### config.mk
export PLATFORM = sky130hd
export DESIGN_NAME = thermal_guard
export DESIGN_NICKNAME = d
export VERILOG_FILES = /design/src/rtl/thermal_guard_pkg.sv /design/src/rtl/thermal_limit_cmp.sv /design/src/rtl/thermal_persist_fsm.sv /design/src/rtl/thermal_regfile.sv /design/src/rtl/thermal_guard.sv
export SDC_FILE = /design/constraint.sdc
export NUM_CORES = 1
export LEC_CHECK = 0
export BUFFER_PORTS_ARGS = -buffer_cell sky130_fd_sc_hd__buf_2
export CAP_MARGIN = 25
export CORE_ASPECT_RATIO = 1.75
export CORE_MARGIN = 2
export CORE_UTILIZATION = 31
export CTS_BUF_LIST = sky130_fd_sc_hd__clkbuf_4
export CTS_CLUSTER_DIAMETER = 120
export DETAILED_ROUTE_END_ITERATION = 10
export PLACE_DENSITY = 0.46
export SLEW_MARGIN = 20
export SYNTH_ARGS = -nofsm -noshare
export SYNTH_HDL_FRONTEND = slang
export SYNTH_SLANG_ARGS = --single-unit
### constraint.sdc
create_clock -name clk -period 2.7 [get_ports clk]
set_clock_uncertainty 0.1 [all_clocks]
set_input_delay 0.54 -clock clk [delete_from_list [all_inputs] [get_ports clk]]
set_output_delay 0.54 -clock clk [all_outputs]
set_load 0.03 [all_outputs]
### src/rtl/thermal_guard_pkg.sv
package thermal_guard_pkg;
    localparam int DW     = 8;
    localparam int ADDR_W = 8;
    localparam int NCH    = 2;  // channel 0 = local, channel 1 = remote

    localparam logic [ADDR_W-1:0] ADDR_LIM_BASE  = 8'h20; // hi/lo pairs per channel
    localparam logic [ADDR_W-1:0] ADDR_CRIT_BASE = 8'h24;
    localparam logic [ADDR_W-1:0] ADDR_FAN       = 8'h26;
    localparam logic [ADDR_W-1:0] ADDR_TEMP_BASE = 8'h27;
    localparam logic [ADDR_W-1:0] ADDR_CFG       = 8'h40;
    localparam logic [ADDR_W-1:0] ADDR_STAT      = 8'h41;
    localparam logic [ADDR_W-1:0] ADDR_MASK      = 8'h43;
    localparam logic [ADDR_W-1:0] ADDR_MIRROR    = 8'h4C;

    localparam int CFG_IRQ_EN  = 1;
    localparam int CFG_FAN_RUN = 5;
    localparam int CFG_GPI_INV = 6;
    localparam int ST_GPI      = 4;
    localparam int ST_EXT      = 5;
    localparam int ST_CRIT     = 6;
    localparam int MASK_PIN    = 7;

    typedef enum logic [1:0] {
        PS_COOL,
        PS_WARMING,
        PS_TRIPPED
    } persist_state_t;
endpackage

### src/rtl/thermal_limit_cmp.sv
module thermal_limit_cmp #(
    parameter int W = 8
) (
    input  logic [W-1:0] sample,
    input  logic [W-1:0] hi_lim,
    input  logic [W-1:0] lo_lim,
    input  logic [W-1:0] crit_lim,
    output logic         over,
    output logic         under,
    output logic         crit_hit
);
    always_comb begin
        over     = $signed(sample) > $signed(hi_lim);
        under    = $signed(sample) < $signed(lo_lim);
        crit_hit = $signed(sample) > $signed(crit_lim);
    end
endmodule

### src/rtl/thermal_persist_fsm.sv
module thermal_persist_fsm
    import thermal_guard_pkg::*;
#(
    parameter int PERSIST = 3
) (
    input  logic clk,
    input  logic rst_n,
    input  logic valid,
    input  logic crit,
    output logic trip_n,
    output logic trip_event
);
    localparam int CW = $clog2(PERSIST + 1);

    persist_state_t state_q, state_n;
    logic [CW-1:0]  cnt_q, cnt_n;

    always_ff @(posedge clk or negedge rst_n) begin
        if (!rst_n) begin
            state_q <= PS_COOL;
            cnt_q   <= '0;
        end else begin
            state_q <= state_n;
            cnt_q   <= cnt_n;
        end
    end

    always_comb begin
        state_n = state_q;
        cnt_n   = cnt_q;
        unique case (state_q)
            PS_COOL: begin
                if (valid && crit) begin
                    if (PERSIST <= 1) begin
                        state_n = PS_TRIPPED;
                        cnt_n   = '0;
                    end else begin
                        state_n = PS_WARMING;
                        cnt_n   = CW'(1);
                    end
                end
            end
            PS_WARMING: begin
                if (valid) begin
                    if (!crit) begin
                        state_n = PS_COOL;
                        cnt_n   = '0;
                    end else if (cnt_q + 1'b1 >= CW'(PERSIST)) begin
                        state_n = PS_TRIPPED;
                        cnt_n   = '0;
                    end else begin
                        cnt_n = cnt_q + 1'b1;
                    end
                end
            end
            PS_TRIPPED: begin
                if (valid && !crit) begin
                    state_n = PS_COOL;
                    cnt_n   = '0;
                end
            end
            default: begin
                state_n = PS_COOL;
                cnt_n   = '0;
            end
        endcase
    end

    always_comb begin
        trip_n     = (state_q != PS_TRIPPED);
        trip_event = (state_q != PS_TRIPPED) && (state_n == PS_TRIPPED);
    end

    a_r6_trip_needs_crit: assert property (@(posedge clk) disable iff (!rst_n)
        $fell(trip_n) |-> $past(valid && crit));
    a_r6_cool_release: assert property (@(posedge clk) disable iff (!rst_n)
        (valid && !crit) |=> trip_n);
    a_r6_idle_holds: assert property (@(posedge clk) disable iff (!rst_n)
        !valid |=> $stable(trip_n));
endmodule

### src/rtl/thermal_regfile.sv
module thermal_regfile
    import thermal_guard_pkg::*;
#(
    parameter logic [NCH-1:0][DW-1:0] HI_INIT   = {NCH{8'h7F}},
    parameter logic [NCH-1:0][DW-1:0] LO_INIT   = {NCH{8'h80}},
    parameter logic [NCH-1:0][DW-1:0] CRIT_INIT = {8'h5A, 8'h46}
) (
    input  logic                     clk,
    input  logic                     rst_n,
    input  logic [ADDR_W-1:0]        addr,
    input  logic                     wr,
    input  logic [DW-1:0]            wdata,
    input  logic                     rd,
    output logic [DW-1:0]            rdata,
    input  logic                     samp_valid,
    input  logic [NCH-1:0][DW-1:0]   samples,
    input  logic [NCH-1:0]           over,
    input  logic [NCH-1:0]           under,
    input  logic                     trip_event,
    input  logic                     ext_low,
    input  logic                     gpi,
    output logic [NCH-1:0][DW-1:0]   hi_lim,
    output logic [NCH-1:0][DW-1:0]   lo_lim,
    output logic [NCH-1:0][DW-1:0]   crit_lim,
    output logic [DW-1:0]            fan_reg,
    output logic                     fan_run,
    output logic                     irq_n
);
    localparam logic [DW-1:0] LATCH_MASK = DW'((1 << (2 * NCH)) - 1)
                                         | (DW'(1) << ST_EXT)
                                         | (DW'(1) << ST_CRIT);

    logic [DW-1:0]          cfg_q, mask_q, fan_q, stat_q, stat_n, stat_view;
    logic [DW-1:0]          set_v, clr_v, rd_val, irq_src;
    logic [NCH-1:0][DW-1:0] hi_q, lo_q, crit_q, temp_q;

    // configuration, limits, fan code, sample capture
    always_ff @(posedge clk or negedge rst_n) begin
        if (!rst_n) begin
            cfg_q  <= '0;
            mask_q <= '0;
            fan_q  <= '0;
            hi_q   <= HI_INIT;
            lo_q   <= LO_INIT;
            crit_q <= CRIT_INIT;
            temp_q <= '0;
        end else begin
            if (wr) begin
                if (addr == ADDR_CFG)  cfg_q  <= wdata;
                if (addr == ADDR_MASK) mask_q <= wdata;
                if (addr == ADDR_FAN)  fan_q  <= wdata;
                for (int ch = 0; ch < NCH; ch++) begin
                    if (addr == ADDR_LIM_BASE + ADDR_W'(2 * ch))     hi_q[ch]   <= wdata;
                    if (addr == ADDR_LIM_BASE + ADDR_W'(2 * ch + 1)) lo_q[ch]   <= wdata;
                    if (addr == ADDR_CRIT_BASE + ADDR_W'(ch))        crit_q[ch] <= wdata;
                end
            end
            if (samp_valid) temp_q <= samples;
        end
    end

    // sticky status: set events win over clears in the same cycle
    always_comb begin
        set_v = '0;
        for (int ch = 0; ch < NCH; ch++) begin
            set_v[2 * ch]     = samp_valid && over[ch];
            set_v[2 * ch + 1] = samp_valid && under[ch];
        end
        set_v[ST_EXT]  = ext_low;
        set_v[ST_CRIT] = trip_event;
        clr_v = '0;
        if (wr && addr == ADDR_STAT) clr_v = wdata;
        if (rd && addr == ADDR_STAT) clr_v = '1;
        stat_n = ((stat_q & ~clr_v) | set_v) & LATCH_MASK;
    end

    always_ff @(posedge clk or negedge rst_n) begin
        if (!rst_n) stat_q <= '0;
        else        stat_q <= stat_n;
    end

    always_comb begin
        stat_view         = stat_q & LATCH_MASK;
        stat_view[ST_GPI] = gpi ^ cfg_q[CFG_GPI_INV];
    end

    always_comb begin
        rd_val = '0;
        case (addr)
            ADDR_CFG:                rd_val = cfg_q;
            ADDR_STAT, ADDR_MIRROR:  rd_val = stat_view;
            ADDR_MASK:               rd_val = mask_q;
            ADDR_FAN:                rd_val = fan_q;
            default:                 rd_val = '0;
        endcase
        for (int ch = 0; ch < NCH; ch++) begin
            if (addr == ADDR_LIM_BASE + ADDR_W'(2 * ch))     rd_val = hi_q[ch];
            if (addr == ADDR_LIM_BASE + ADDR_W'(2 * ch + 1)) rd_val = lo_q[ch];
            if (addr == ADDR_CRIT_BASE + ADDR_W'(ch))        rd_val = crit_q[ch];
            if (addr == ADDR_TEMP_BASE + ADDR_W'(ch))        rd_val = temp_q[ch];
        end
    end

    always_ff @(posedge clk or negedge rst_n) begin
        if (!rst_n)  rdata <= '0;
        else if (rd) rdata <= rd_val;
    end

    always_comb begin
        irq_src  = stat_q & LATCH_MASK & ~mask_q;
        irq_n    = !(cfg_q[CFG_IRQ_EN] && !mask_q[MASK_PIN] && (|irq_src));
        hi_lim   = hi_q;
        lo_lim   = lo_q;
        crit_lim = crit_q;
        fan_reg  = fan_q;
        fan_run  = cfg_q[CFG_FAN_RUN];
    end

    a_r1_over_latched: assert property (@(posedge clk) disable iff (!rst_n)
        (samp_valid && over[0]) |=> stat_q[0]);
    a_r2_under_latched: assert property (@(posedge clk) disable iff (!rst_n)
        (samp_valid && under[NCH-1]) |=> stat_q[2 * NCH - 1]);
    a_r3_sticky: assert property (@(posedge clk) disable iff (!rst_n)
        (stat_q[0] && !(wr && addr == ADDR_STAT) && !(rd && addr == ADDR_STAT)) |=> stat_q[0]);
    a_r5_irq_gated: assert property (@(posedge clk) disable iff (!rst_n)
        !cfg_q[CFG_IRQ_EN] |-> irq_n);
    a_r7_ext_latched: assert property (@(posedge clk) disable iff (!rst_n)
        ext_low |=> stat_q[ST_EXT]);
endmodule

### src/rtl/thermal_guard.sv
module thermal_guard
    import thermal_guard_pkg::*;
#(
    parameter int          PERSIST_CYCLES   = 3,
    parameter logic [DW-1:0] LOCAL_CRIT_INIT  = 8'h46,
    parameter logic [DW-1:0] REMOTE_CRIT_INIT = 8'h5A
) (
    input  logic              clk,
    input  logic              rst_n,
    input  logic [ADDR_W-1:0] reg_addr,
    input  logic              reg_wr,
    input  logic [DW-1:0]     reg_wdata,
    input  logic              reg_rd,
    output logic [DW-1:0]     reg_rdata,
    input  logic              samp_valid,
    input  logic [DW-1:0]     samp_local,
    input  logic [DW-1:0]     samp_remote,
    input  logic              therm_in_n,
    output logic              therm_out_n,
    input  logic              gpi,
    output logic              irq_n,
    output logic [DW-1:0]     fan_code,
    output logic              fan_off_n
);
    logic [NCH-1:0][DW-1:0] samples, hi_lim, lo_lim, crit_lim;
    logic [NCH-1:0]         over, under, crit_hit;
    logic [DW-1:0]          fan_reg;
    logic                   fan_run, trip_event, therm_low;

    assign samples = {samp_remote, samp_local};

    for (genvar ch = 0; ch < NCH; ch++) begin : g_chan
        thermal_limit_cmp #(.W(DW)) u_cmp (
            .sample   (samples[ch]),
            .hi_lim   (hi_lim[ch]),
            .lo_lim   (lo_lim[ch]),
            .crit_lim (crit_lim[ch]),
            .over     (over[ch]),
            .under    (under[ch]),
            .crit_hit (crit_hit[ch])
        );
    end

    thermal_persist_fsm #(.PERSIST(PERSIST_CYCLES)) u_fsm (
        .clk        (clk),
        .rst_n      (rst_n),
        .valid      (samp_valid),
        .crit       (|crit_hit),
        .trip_n     (therm_out_n),
        .trip_event (trip_event)
    );

    thermal_regfile #(
        .CRIT_INIT ({REMOTE_CRIT_INIT, LOCAL_CRIT_INIT})
    ) u_regs (
        .clk        (clk),
        .rst_n      (rst_n),
        .addr       (reg_addr),
        .wr         (reg_wr),
        .wdata      (reg_wdata),
        .rd         (reg_rd),
        .rdata      (reg_rdata),
        .samp_valid (samp_valid),
        .samples    (samples),
        .over       (over),
        .under      (under),
        .trip_event (trip_event),
        .ext_low    (!therm_in_n),
        .gpi        (gpi),
        .hi_lim     (hi_lim),
        .lo_lim     (lo_lim),
        .crit_lim   (crit_lim),
        .fan_reg    (fan_reg),
        .fan_run    (fan_run),
        .irq_n      (irq_n)
    );

    always_comb begin
        therm_low = !therm_in_n || !therm_out_n;
        if (therm_low)   fan_code = '1;
        else if (!rst_n) fan_code = '0;
        else             fan_code = fan_reg;
        fan_off_n = therm_low || fan_run;
    end

    a_r8_fan_full: assert property (@(posedge clk) disable iff (!rst_n)
        (!therm_in_n || !therm_out_n) |-> (fan_code == '1 && fan_off_n));
endmodule

* Yosys cells after proc, flatten, opt, wreduce, memory -nomap -nowiden
Index checks and enable logic that the tools add are counted.
Word-level totals: register bits after elaboration 106, bits in latches 0, bits in writable memories 0, memory bits (read-only) 0, bits of input ports 39, output and inout bits 19, word-level logic and storage cells 106, memories kept 0
Operators by class: add/subtract/negate cells 1, multiply operators 0, divide/modulo/power cells 0, $lt $le $gt $ge 7, equality and inequality tests 20, shift operators 0, muxes and demuxes 25, bitwise gates (word level) 6, reduce and logical (&&, ||, !) cells 32
Operators by type and width (number):
- two-way mux 8 bit | 10
- equality test 8 x 6 -> 1 bit (second input constant) | 9
- equality test 8 x 7 -> 1 bit (second input constant) | 4
- > comparator 8 bit | 4
- one-hot mux 8 bit (4 select lines) | 1
- two-way mux 2 bit | 10
- AND reduction 2 bit | 9
- less-than comparator 8 bit | 2
- two-way mux 7 bit | 2
- one-hot mux 2 bit (3 select lines) | 2
- logical AND 1 bit | 11
- AND 7 x 8 -> 8 bit | 1
- inverter 8 bit | 1
- OR reduction 8 bit | 1
- AND 7 bit | 1
- inverter 7 bit | 1
- bitwise OR 7 bit | 1
- zero test 1 bit | 5
- equality test 2 bit (second input constant) | 2
- inequality test 2 x 1 -> 1 bit (second input constant) | 2
- inequality test 2 bit (second input constant) | 2
- OR reduction 2 bit | 2
- AND reduction 3 bit | 1
- adder 2 x 1 -> 2 bit (second input constant) | 1
- 5 further kinds | 6

* Longest topological paths before layout
Gate-level depths: netlist (run 1).
depth in word-level cells 11, depth in mapped cells 9, mapped depth without buffers 8

* Modules after synthesis
A second synthesis (run 1) with hierarchy kept.
Second synthesis, totals: cell total of the unflattened synthesis 693, area total of the unflattened synthesis 6895.4 um2
Modules (own cells, without submodules):
- thermal_regfile | instances 1, cells each 495, area each 5250.0 um2, seq. area each 2581.2 um2
- thermal_limit_cmp at g_chan[0].u_cmp | instances 1, cells each 79, area each 666.9 um2, seq. area each 0.0 um2
- thermal_limit_cmp at g_chan[1].u_cmp | instances 1, cells each 82, area each 645.6 um2, seq. area each 0.0 um2
- thermal_persist_fsm | instances 1, cells each 24, area each 235.2 um2, seq. area each 100.1 um2
- thermal_guard | instances 1, cells each 13, area each 97.6 um2, seq. area each 0.0 um2

* Worst setup path before layout (run 1)
Ideal clock, no wire load.
path type input to register, start point input port samp_local[5], end point register u_fsm.cnt_q[1], setup time 0.131 ns, arrival 2.134 ns, data required time 2.469 ns, slack 0.335 ns, cell stages on the path 7, path buffers 0, cell sequence ha_1 a21o_1 a211oi_1 a21oi_1 a211oi_1 a21oi_1 or3_1
On the way: cells in the longest elaborated chain, start to end 6, elaborated cells between the ends (all ways) 11, classes of those cells 1 x order compare; 2 x eq/ne; 3 x mux; 5 x reduce/logical
Ends and longest elaborated chain:
- start: declaration | RTL line thermal_guard.sv:16 | input logic [DW-1:0] samp_local,
- > comparator 8 bit (*) | RTL line thermal_limit_cmp.sv:15 | crit_hit = $signed(sample) > $signed(crit_lim);
- OR reduction 2 bit (*) | RTL line thermal_guard.sv:48 | .crit (|crit_hit),
- zero test 1 bit
- logical AND 1 bit | RTL line thermal_persist_fsm.sv:57 | if (valid && !crit) begin
- inequality test 2 x 1 -> 1 bit (no line)
- AND reduction 3 bit (no line)
- end signal: assignment | RTL line thermal_persist_fsm.sv:24 | cnt_q <= cnt_n;
- end: declaration | RTL line thermal_persist_fsm.sv:16 | logic [CW-1:0] cnt_q, cnt_n;
Every way passes the cells marked *; elsewhere a longest branch is shown, timed or not. The select of a mux whose other input is x is not followed. A chain may end at the register's enable or synchronous reset.

* Worst setup path after layout (run 1)
start point register u_regs.crit_q (netlist bit u_regs.crit_lim[14]), end point register u_fsm.cnt_q[1]
On the way: cells in the longest elaborated chain, start to end 6, elaborated cells between the ends (all ways) 11, classes of those cells 1 x order compare; 2 x eq/ne; 3 x mux; 5 x reduce/logical
Ends and longest elaborated chain:
- start: declaration | RTL line thermal_regfile.sv:35 | logic [NCH-1:0][DW-1:0] hi_q, lo_q, crit_q, temp_q;
- start signal: indexed assignment | RTL line thermal_regfile.sv:55 | if (addr == ADDR_CRIT_BASE + ADDR_W'(ch)) crit_q[ch] <= wdata;
- > comparator 8 bit (*) | RTL line thermal_limit_cmp.sv:15
- OR reduction 2 bit (*) | RTL line thermal_guard.sv:48
- zero test 1 bit
- logical AND 1 bit | RTL line thermal_persist_fsm.sv:57
- inequality test 2 x 1 -> 1 bit (no line)
- AND reduction 3 bit (no line)
Marks and branches as above.

==> key figures, run 1 <==
STA
  • Worst slew pin tran: 0.684 ns
  • Final count of negative-setup-slack endpoints: 0
  • Final period util: 96.2%
  • Final WS setup: around 0.10 ns
  • Fmax achieved: 0.385 GHz
  • Worst slew margin: 54.4%
  • Min Hold Slack: -0.0290 ns
  • Max-slew violations: 0
  • RSZ-0062 raised after global routing: false
  • Tmin final: 2.60 ns
  • Final Hold Fails: 8

Cells and area
  • Post-route core utilization: about 36%
  • Area delta synth->final: 16.3%
  • Final nets: 818
  • Layout cells sized above 1: 34.1%
  • Post-route cell area: 0.00757 mm2

Outcome
  • Failing checks: hold timing
  • Status: finished with violations

Die
  • Die Span Y: approximately 200 um
  • FP Rows: 70
  • Core footprint: 0.0208 mm2
  • Starting Density: 31.4%
  • Chip width: 114 um
  • I/O pin count: 58
  • Die area: around 0.022 mm2

Critical path
  • Crit-path most repeated cell: buf_4
  • CP Capture Type: register
  • Reg-to-Reg End: u_fsm.cnt_q[1]
  • CP max stage delay: between 0.5 and 0.6 ns
  • Setup CP Type: reg2reg
  • CP delay by family, top: simple AND/OR/NAND/NOR gates
  • CP arrival: between 2 and 3 ns
  • CP Cell Sequence: inv_1 -> ha_1 -> and4_1 -> a21o_1 -> a31oi_4 -> buf_4 -> a211oi_2 -> buf_4 -> nor4b_2 -> or3_1
  • Required time worst endpoint: 3.01 ns
  • R2r setup slk: 0.10 ns
  • Worst Reg-to-Reg Cells: 10
  • Reg2reg start: u_regs.crit_lim[14]
  • Crit-path max FO: 5
  • Critical path startpoint category: register
  • CP max stage cell: dfstp_2
  • Worst path bufs/invs: 3

Flow run
  • Max_cap viols: 0

Drt
  • Post-route ant nets: 0
  • Via count: 5565
  • 1st-iter DRT viols: approximately 320
  • DR WL/cell: 25.1 um
  • DRC viols: 0
  • Final wirelength: 24.9 mm
  • Drt pass-1 iters: 4
  • Vias per cell: 5.61

Placement
  • GPL Wtd Cong: 0.917
  • Area post-placement: 0.00738 mm2
  • Half-perimeter wire length after placement: a little under 20 mm
  • Port Buffer Count: between 50 and 60
  • Dpl ws: -0.0640 ns

Yosys
  • Synth unique cells: 61
  • Synthesized area: 0.00651 mm2
  • Register area share after synthesis: 41.2%
  • Post-synth top flop: dfrtp_1
  • Syn avg cell area: approximately 10 um2
  • Synth Register Bits: 106
  • Post-synth top cells: dfrtp_1, mux2_2, nand2_1
  • Most common cell in the netlist: dfrtp_1
  • Synth top area share: 31.9%
  • Post-synth EDFFs: 0
  • Syn nets: 730
  • Synth area leaders: dfrtp_1, mux2_2, dfstp_2
  • Yosys warnings: 0
  • Async S/R FF share, synth: 100%
  • Leading area contributor after synthesis: dfrtp_1
  • Post-Synthesis Cells: 645

Power
  • Sw Share: between 30% and 40%
  • Pwr/cell area: 443 mW/mm2
  • Maximum vdd drop: 0.182 mV
  • Register share of total power: 54.9%
  • Pleak: about 3.4 nW
  • Internal power: 0.00220 W
  • Combinational power share: approximately a fifth
  • Clock power share: between 20% and 30%
  • Psw: 0.00116 W

Clock tree
  • Clk buf depth: 2
  • TritonCTS Buffers: 9
  • TritonCTS clock tree: built
  • Clock Tree Root: clkbuf_4
  • Post-CTS Hold Fix Bufs: 0
  • Clk sinks: 106
  • Worst-path clk slew: roughly 0.18 ns
  • Worst skew pair latency: 0.54 ns
  • H-tree levels: 3

Global routing
  • Number of global-route vias before repair: 5828
  • Gr usage total: 23.0%
  • GRT overflow: 0
  • First-pass GRT wire length: 36.9 mm
  • Largest net degree at the start of global routing: 107
  • Initial antenna violation count: 2

Hold path
  • Min-Delay Path Class: in2async
-- placed cells by master, fill, tap and decap left out, drive strengths merged, types with 3 or more instances in the layout --
| cell | Yosys | final |
|---|---|---|
| o21ai | 33 | 33 |
| a211oi | 6 | 6 |
| nor2 | 24 | 24 |
| and3 | 12 | 12 |
| a221oi | 10 | 10 |
| a21oi | 21 | 21 |
| mux2 | 81 | 81 |
| a22o | 3 | 3 |
| mux2i | 3 | 3 |
| o22ai | 16 | 16 |
| dfstp | 23 | 23 |
| nand3 | 19 | 19 |
| a22oi | 9 | 9 |
| nor3 | 6 | 6 |
| buf | 11 | 109 |
| o311a | 4 | 4 |
| a21o | 10 | 10 |
| nor4b | 5 | 5 |
| a31oi | 3 | 3 |
| and2 | 3 | 3 |
| inv | 58 | 62 |
| o211ai | 6 | 6 |
| clkbuf | 21 | 9 |
| nand2 | 63 | 63 |
| nand4 | 6 | 6 |
| dfrtp | 83 | 83 |
| a32oi | 10 | 10 |
| nor2b | 7 | 7 |
| ha | 46 | 46 |
| o221ai | 8 | 8 |
| o21a | 6 | 6 |
-- how the worst max path moves through the flow --
stage / start / to / slack [ns] / depth (start not counted)
after floorplan: samp_local[5] / u_fsm.cnt_q[1] / 0.33 / 7
after global placement: reg_addr[4] / u_regs.rdata[1] / -0.07 / 8
after detailed placement: reg_addr[4] / u_regs.rdata[1] / -0.06 / 8
after CTS: u_fsm.state_q[0] / fan_off_n / 0.02 / 5
after global routing: u_regs.crit_lim[11] / u_fsm.cnt_q[1] / 0.02 / 10
final: u_regs.crit_lim[14] / u_fsm.cnt_q[1] / 0.10 / 10
-- area by class of cell --
cell class / count / area [um2]
timing repair buffer: 109 / 691
fill: 2092 / 13200
antenna: 2 / 5.00
clock inverter: 7 / 58.8
tap: 252 / 315
clock buffer: 9 / 67.6
inverter: 58 / 218
sequential: 106 / 2680
multi-input combinational: 449 / 3540
-- kinds of logic (layout without fill, tap and decap cells) --
group | after synthesis | in the layout | share of synthesized area, %
xor+xnor | 1 | 1 | 0.134
mux | 84 | 84 | 14.5
compound gates | 161 | 161 | 17.6
buf+inv | 90 | 183 | 5.30
other cells | 0 | 2 | 0
flops | 106 | 106 | 41.2
fa+ha+maj | 46 | 46 | 8.84
simple gates | 157 | 157 | 12.5
-- metrics by stage --
| step | power, W | setup TNS, ns | hold WS, ns | instances |
|---|---|---|---|---|
| floorplan | 0.00221 | 0 | 0.144 | 645 |
| global placement | 0.00253 | -0.0910 | 0.389 | 973 |
| detailed placement | 0.00255 | -0.171 | 0.389 | 973 |
| CTS | 0.00338 | 0 | 0.0278 | 989 |
| global route | 0.00352 | 0 | 0.0847 | 992 |
| finish | 0.00336 | 0 | -0.0290 | 992 |
-- metal layers --
layer  share of wire (%)  track usage, %  vias to the layer above
met5                   0               0                        -
met4                 5.9            13.7                        0
met3                 2.1            2.32                       58
met2                  57            44.5                      129
met1                  35            23.0                     2822
li1                    -               -                     2556
-- power by group through the flow --
| stage | sequential, W | combinational, W | clock (W) |
|---|---|---|---|
| after floorplan | 0.00181 | 0.000400 | 0 |
| after global placement | 0.00187 | 0.000656 | 0 |
| after detailed placement | 0.00187 | 0.000678 | 0 |
| after CTS | 0.00184 | 0.000685 | 0.000850 |
| after global routing | 0.00186 | 0.000762 | 0.000899 |
| final | 0.00184 | 0.000689 | 0.000824 |
-- repair_timing --
action                                  4_1_cts  5_1_grt
cloned                                        0        0
pin swaps                                     0        1
endpoints found under the setup margin        3        2
resized for setup                             3        7
buffers inserted                              0        1
(Power assumes the default switching activity.)
==> run 2, diff against run 1 <==
Settings changed: CORE_UTILIZATION 31 to 62, PLACE_DENSITY 0.46 to 0.82.
Clock period 2.7 ns to 2.5 ns, I/O delays scaled along.
==> key figures, run 2 (synthesized netlist as in run 1, its figures left out) <==
Clock tree
  • Worst skew pair latency: 0.49 ns
  • Clk sinks: between 100 and 150
  • H-tree levels: 3
  • TritonCTS clock tree: built
  • TritonCTS Buffers: 9
  • Clk buf depth: 2
  • Worst-path clk slew: 0.19 ns
  • Clock Tree Root: clkbuf_4

Die
  • Starting Density: a little under two thirds
  • I/O pin count: 58
  • Die area: 0.0114 mm2
  • FP Rows: 49
  • Die Span Y: 140 um
  • Chip width: around 80 um
  • Core footprint: 0.0102 mm2

Global routing
  • Number of global-route vias before repair: approximately 6000
  • Largest net degree at the start of global routing: 83
  • Gr usage total: about two fifths
  • GRT overflow: 0
  • Initial antenna violation count: 1
  • First-pass GRT wire length: 33.9 mm

Drt
  • DRC viols: 0
  • Vias per cell: roughly 6.7
  • Final wirelength: 22.2 mm
  • Post-route ant nets: 0
  • DR WL/cell: 25.5 um
  • Drt pass-1 iters: 5
  • Via count: 5824
  • 1st-iter DRT viols: around 400

Power
  • Pleak: around 3.4 nW
  • Pwr/cell area: 477 mW/mm2
  • Maximum vdd drop: approximately 0.52 mV

Cells and area
  • Multi-input gate area: around 0.0035 mm2
  • Layout cells sized above 1: between 30% and 40%
  • Sequential cell area: 0.00268 mm2
  • Post-route cell area: 0.00744 mm2
  • Area delta synth->final: 14.2%
  • Most frequent cells in the layout: dfrtp_1, mux2_2, nand2_1
  • Post-route core utilization: between 70% and 80%
  • Filler instances: 778
  • Final nets: just over 800
  • Commonest non-fill, non-tap cell in the layout: dfrtp_1

Critical path
  • Reg2reg start: u_regs.crit_lim[11]
  • Reg-to-Reg End: u_fsm.state_q[0]
  • CP arrival: 2.72 ns
  • Required time worst endpoint: 2.80 ns
  • R2r setup slk: 0.08 ns
  • CP Capture Type: register
  • Crit-path max FO: 3
  • Critical path startpoint category: register
  • Worst Reg-to-Reg Cells: 9
  • Setup CP Type: reg2reg

Outcome
  • Status: finished clean

Flow run
  • Max_cap viols: 0

STA
  • Final period util: between 90% and 100%
  • Worst slew pin tran: just over 0.6 ns
  • Max-slew violations: 0
  • Final count of negative-setup-slack endpoints: 0
  • Fmax achieved: 0.412 GHz
  • Final Hold Fails: 0
  • Tmin final: 2.42 ns
  • Worst slew margin: 59.2%

Hold path
  • Hold Startpoint: therm_in_n
  • Hold endpoint: u_regs.stat_q[5]
  • Min-Delay Path Class: in2reg
  • Hold path depth: 2

Placement
  • Half-perimeter wire length after placement: 17.0 mm
  • GPL Wtd Cong: 0.988
  • Port Buffer Count: 57
  • Area post-placement: between 0.007 and 0.008 mm2
run 2: repair_timing:
action | CTS | global route
endpoints found under the hold margin | 24 | 0
hold buffers | 1 | 0
resized for setup | 5 | 4
setup buffers | 0 | 0
endpoints found under the setup margin | 12 | 3
run 2: how the worst max path moves through the flow:
stage / start / end / slack (ns)
after global placement: reg_addr[4] / u_regs.rdata[4] / -0.13
after floorplan: samp_local[5] / u_fsm.cnt_q[1] / 0.17
final: u_regs.crit_lim[11] / u_fsm.state_q[0] / 0.08
after detailed placement: reg_addr[4] / u_regs.rdata[4] / -0.16
after global routing: u_regs.crit_lim[11] / u_fsm.cnt_q[1] / -0.02
after CTS: u_fsm.state_q[0] / fan_off_n / 0.02
run 2: power by group:
part           leakage, nW  switching, W  internal (W)
clock network       0.0671      0.000612      0.000213
logic                 2.09      0.000449      0.000294
registers             1.28      0.000134       0.00185
total                 3.44       0.00119       0.00236
run 2: layout make-up:
cell class              count  share of cell area [%]
multi-input cells         449                    47.2
inverters                  58                    2.93
diodes                      1                  0.0336
repair buffers            114                    9.99
well taps                 127                    2.14
clock buffers               9                   0.908
flip-flops and latches    106                    36.1
clock inverters             7                   0.723
run 2: metal layers:
metal  GRT usage, %  wire length (um)
met1           43.4              7410
met2           69.5             11400
met3           7.85              1470
met4           31.9              1910
met5              0                 0
run 2: through the flow:
step                std cells  power [W]  setup TNS [ns]  hold slack, ns  setup WS (ns)
finish                    871    0.00355               0           0.108         0.0751
global route              871    0.00368         -0.0415          0.0882        -0.0228
CTS                       870    0.00352               0          0.0929         0.0151
detailed placement        853    0.00272           -1.96           0.365         -0.163
global placement          853    0.00267          -0.539           0.362         -0.127
floorplan                 645    0.00239               0           0.104          0.175
run 2: critical path, stage by stage (launching register included):
cell and delay (ns):
dfstp_2 0.61, inv_1 0.06, ha_1 0.29, a211o_1 0.31, o211ai_1 0.12, a31oi_2 0.19
a211oi_2 0.27, buf_4 0.17, o22ai_1 0.08, nor2b_1 0.15
==> run 3, diff against run 2 <==
Settings changed: ABC_AREA set to 1.
==> key figures, run 3 <==
STA
  • Final WS setup: 0.106 ns
  • Final Hold Fails: 0
  • Worst slew margin: a little under two thirds
  • Final period util: 95.8%
  • Tmin final: about 2.4 ns
  • Max-slew violations: 0
  • Final count of negative-setup-slack endpoints: 0
  • Fmax achieved: 0.418 GHz
  • TNS Setup: 0 ns
  • Worst slew pin tran: about 0.55 ns
  • RSZ-0062 raised after global routing: false

Critical path
  • Reg-to-Reg End: u_fsm.cnt_q[1]
  • Worst Reg-to-Reg Cells: 17
  • Crit-path max FO: 9
  • Crit-path most repeated cell: nor2_2
  • CP max stage cell: dfrtp_1
  • CP delay by family, top: simple AND/OR/NAND/NOR gates
  • Worst path bufs/invs: 2
  • CP max stage delay: 0.47 ns
  • R2r setup slk: 0.23 ns
  • Required time worst endpoint: about 1.9 ns
  • Critical path startpoint category: register
  • Critical Path Stages: 5
  • CP arrival: 1.79 ns
  • CP Cell Sequence: inv_1 -> nor2_2 -> nor2_2 -> nand2_1 -> buf_2
  • Setup CP Type: reg2out
  • Reg2reg start: u_regs.crit_lim[9]
  • CP Capture Type: output pin

Clock tree
  • Worst-path clk slew: 0.16 ns
  • H-tree levels: 3
  • Clk buf depth: 2
  • Clock Tree Root: clkbuf_4
  • TritonCTS Buffers: 9
  • Worst skew pair latency: 0.49 ns
  • TritonCTS clock tree: built
  • Clk sinks: roughly 110

Cells and area
  • Fin cells: 1030
  • Final nets: around 980
  • Area delta synth->final: 8.96%
  • Commonest non-fill, non-tap cell in the layout: nand2_1
  • Most frequent cells in the layout: nand2_1, inv_1, dfrtp_1
  • Layout cells sized above 1: 16.6%
  • Post-route core utilization: 68.6%

Placement
  • Port Buffer Count: 57
  • GPL Wtd Cong: 0.958
  • Half-perimeter wire length after placement: 14.7 mm
  • Dpl ws: between 0.15 and 0.2 ns
  • Placed Cells incl. Taps: 1011

Yosys
  • Compound-Gate Fraction of Synth Area: between 10% and 20%
  • Mux share of post-synthesis cell area: 0%
  • Syn avg cell area: ~7.6 um2
  • Post-Synthesis Cells: 841
  • Post-synth top flop: dfrtp_1
  • Post-synth top cells: nand2_1, inv_1, dfrtp_1
  • Post-synthesis adder-cell area fraction: 8.98%
  • Register area share after synthesis: 41.9%
  • Async S/R FF share, synth: 100%
  • Post-synth EDFFs: 0
  • Area share of and/or/nand/nor cells after synthesis: between 20 and 30%
  • Main combinational cell family by area after synthesis: simple AND/OR/NAND/NOR gates
  • XOR/XNOR Fraction of Synth Area: less than 1%
  • Yosys warnings: 0
  • Synth area leaders: dfrtp_1, nand2_1, dfstp_2
  • Leading area contributor after synthesis: dfrtp_1
  • Synth unique cells: 40
  • Syn nets: slightly above 900
  • Synth top area share: around a third
  • Synth Register Bits: roughly 110
  • Synthesized area: around 0.0064 mm2
  • Most common cell in the netlist: nand2_1

Die
  • Core footprint: 0.0102 mm2
  • Chip width: about 81 um
  • Die area: 0.0112 mm2
  • FP Rows: 49
  • Die Span Y: 138 um
  • I/O pin count: 58
  • Starting Density: 62.9%

Power
  • Pwr/cell area: 510 mW/mm2
  • Pleak: approximately 3.3 nW
  • Total power: around 0.0036 W
  • Maximum vdd drop: 0.374 mV

Drt
  • DR WL/cell: approximately 19 um
  • 1st-iter DRT viols: approximately 480
  • Drt pass-1 iters: 8
  • Vias per cell: 5.81
  • DRC viols: 0
  • Via count: 5989
  • Final wirelength: between 15 and 20 mm
  • Post-route ant nets: 0

Global routing
  • Number of global-route vias before repair: 5949
  • First-pass GRT wire length: ~30 mm
  • Largest net degree at the start of global routing: 103
  • Initial antenna violation count: 2
  • Gr usage total: 36.5%
  • GRT overflow: 0

Hold path
  • Hold endpoint: u_regs.stat_q[5]
  • Min-Delay Path Class: in2reg
  • Hold path depth: 2
  • Hold Startpoint: therm_in_n

Outcome
  • Status: finished clean

Flow run
  • Max_cap viols: 0
[run 3: worst max-delay path by stage]
stage                     endpoint        startpoint  slack [ns]
global route           fan_code[7]  u_fsm.state_q[1]        0.07
finish                 fan_code[4]  u_fsm.state_q[1]        0.11
detailed placement  u_fsm.cnt_q[1]    samp_remote[7]        0.17
CTS                    fan_code[4]  u_fsm.state_q[1]       0.003
floorplan                    irq_n  u_regs.stat_q[6]        0.22
global placement    u_fsm.cnt_q[0]    samp_remote[7]        0.29
[run 3: area by class of cell]
class,count,area [um2]
well taps,127,159
diodes,2,5.00
inverters,138,518
clock inverters,7,67.6
multi-input cells,577,3110
clock buffers,9,67.6
fillers,921,3200
flip-flops and latches,106,2680
repair buffers,64,368
[run 3: timing repair]
action / in CTS / in global routing
gates cloned: 0 / 0
buffers inserted: 0 / 0
hold buffers: 1 / 0
hold endpoints to repair: 4 / 0
endpoints found under the setup margin: 9 / 10
resized for setup: 1 / 2
[run 3: cell families after synthesis]
family          count (synthesis)
compound gates                170
buf+inv                       158
fa+ha+maj                      46
flops                         106
xor+xnor                        2
simple gates                  359
[run 3: metal layers]
metal / part of all wire, % / GRT usage, % / vias to the layer above / routed length, um
met2: 51 / 61.4 / 272 / 9750
met3: 5.6 / 8.03 / 103 / 1090
met4: 8.3 / 25.6 / 0 / 1590
li1: - / - / 2834 / -
met1: 35 / 39.1 / 2780 / 6800
met5: 0 / 0 / - / 0
[run 3: power by group]
part           leakage [nW]  internal (W)  switching [W]
clock network        0.0734      0.000305       0.000596
logic                  1.95      0.000236       0.000476
registers              1.31       0.00185      0.0000939
[run 3: per-stage QoR]
stage | hold WS [ns] | instance area [um2]
2_1_floorplan | 0.104 | 6410
3_3_place_gp | 0.247 | 6830
3_5_place_dp | 0.251 | 6830
4_1_cts | 0.0985 | 6970
5_1_grt | 0.120 | 6980
6_report | 0.112 | 6980
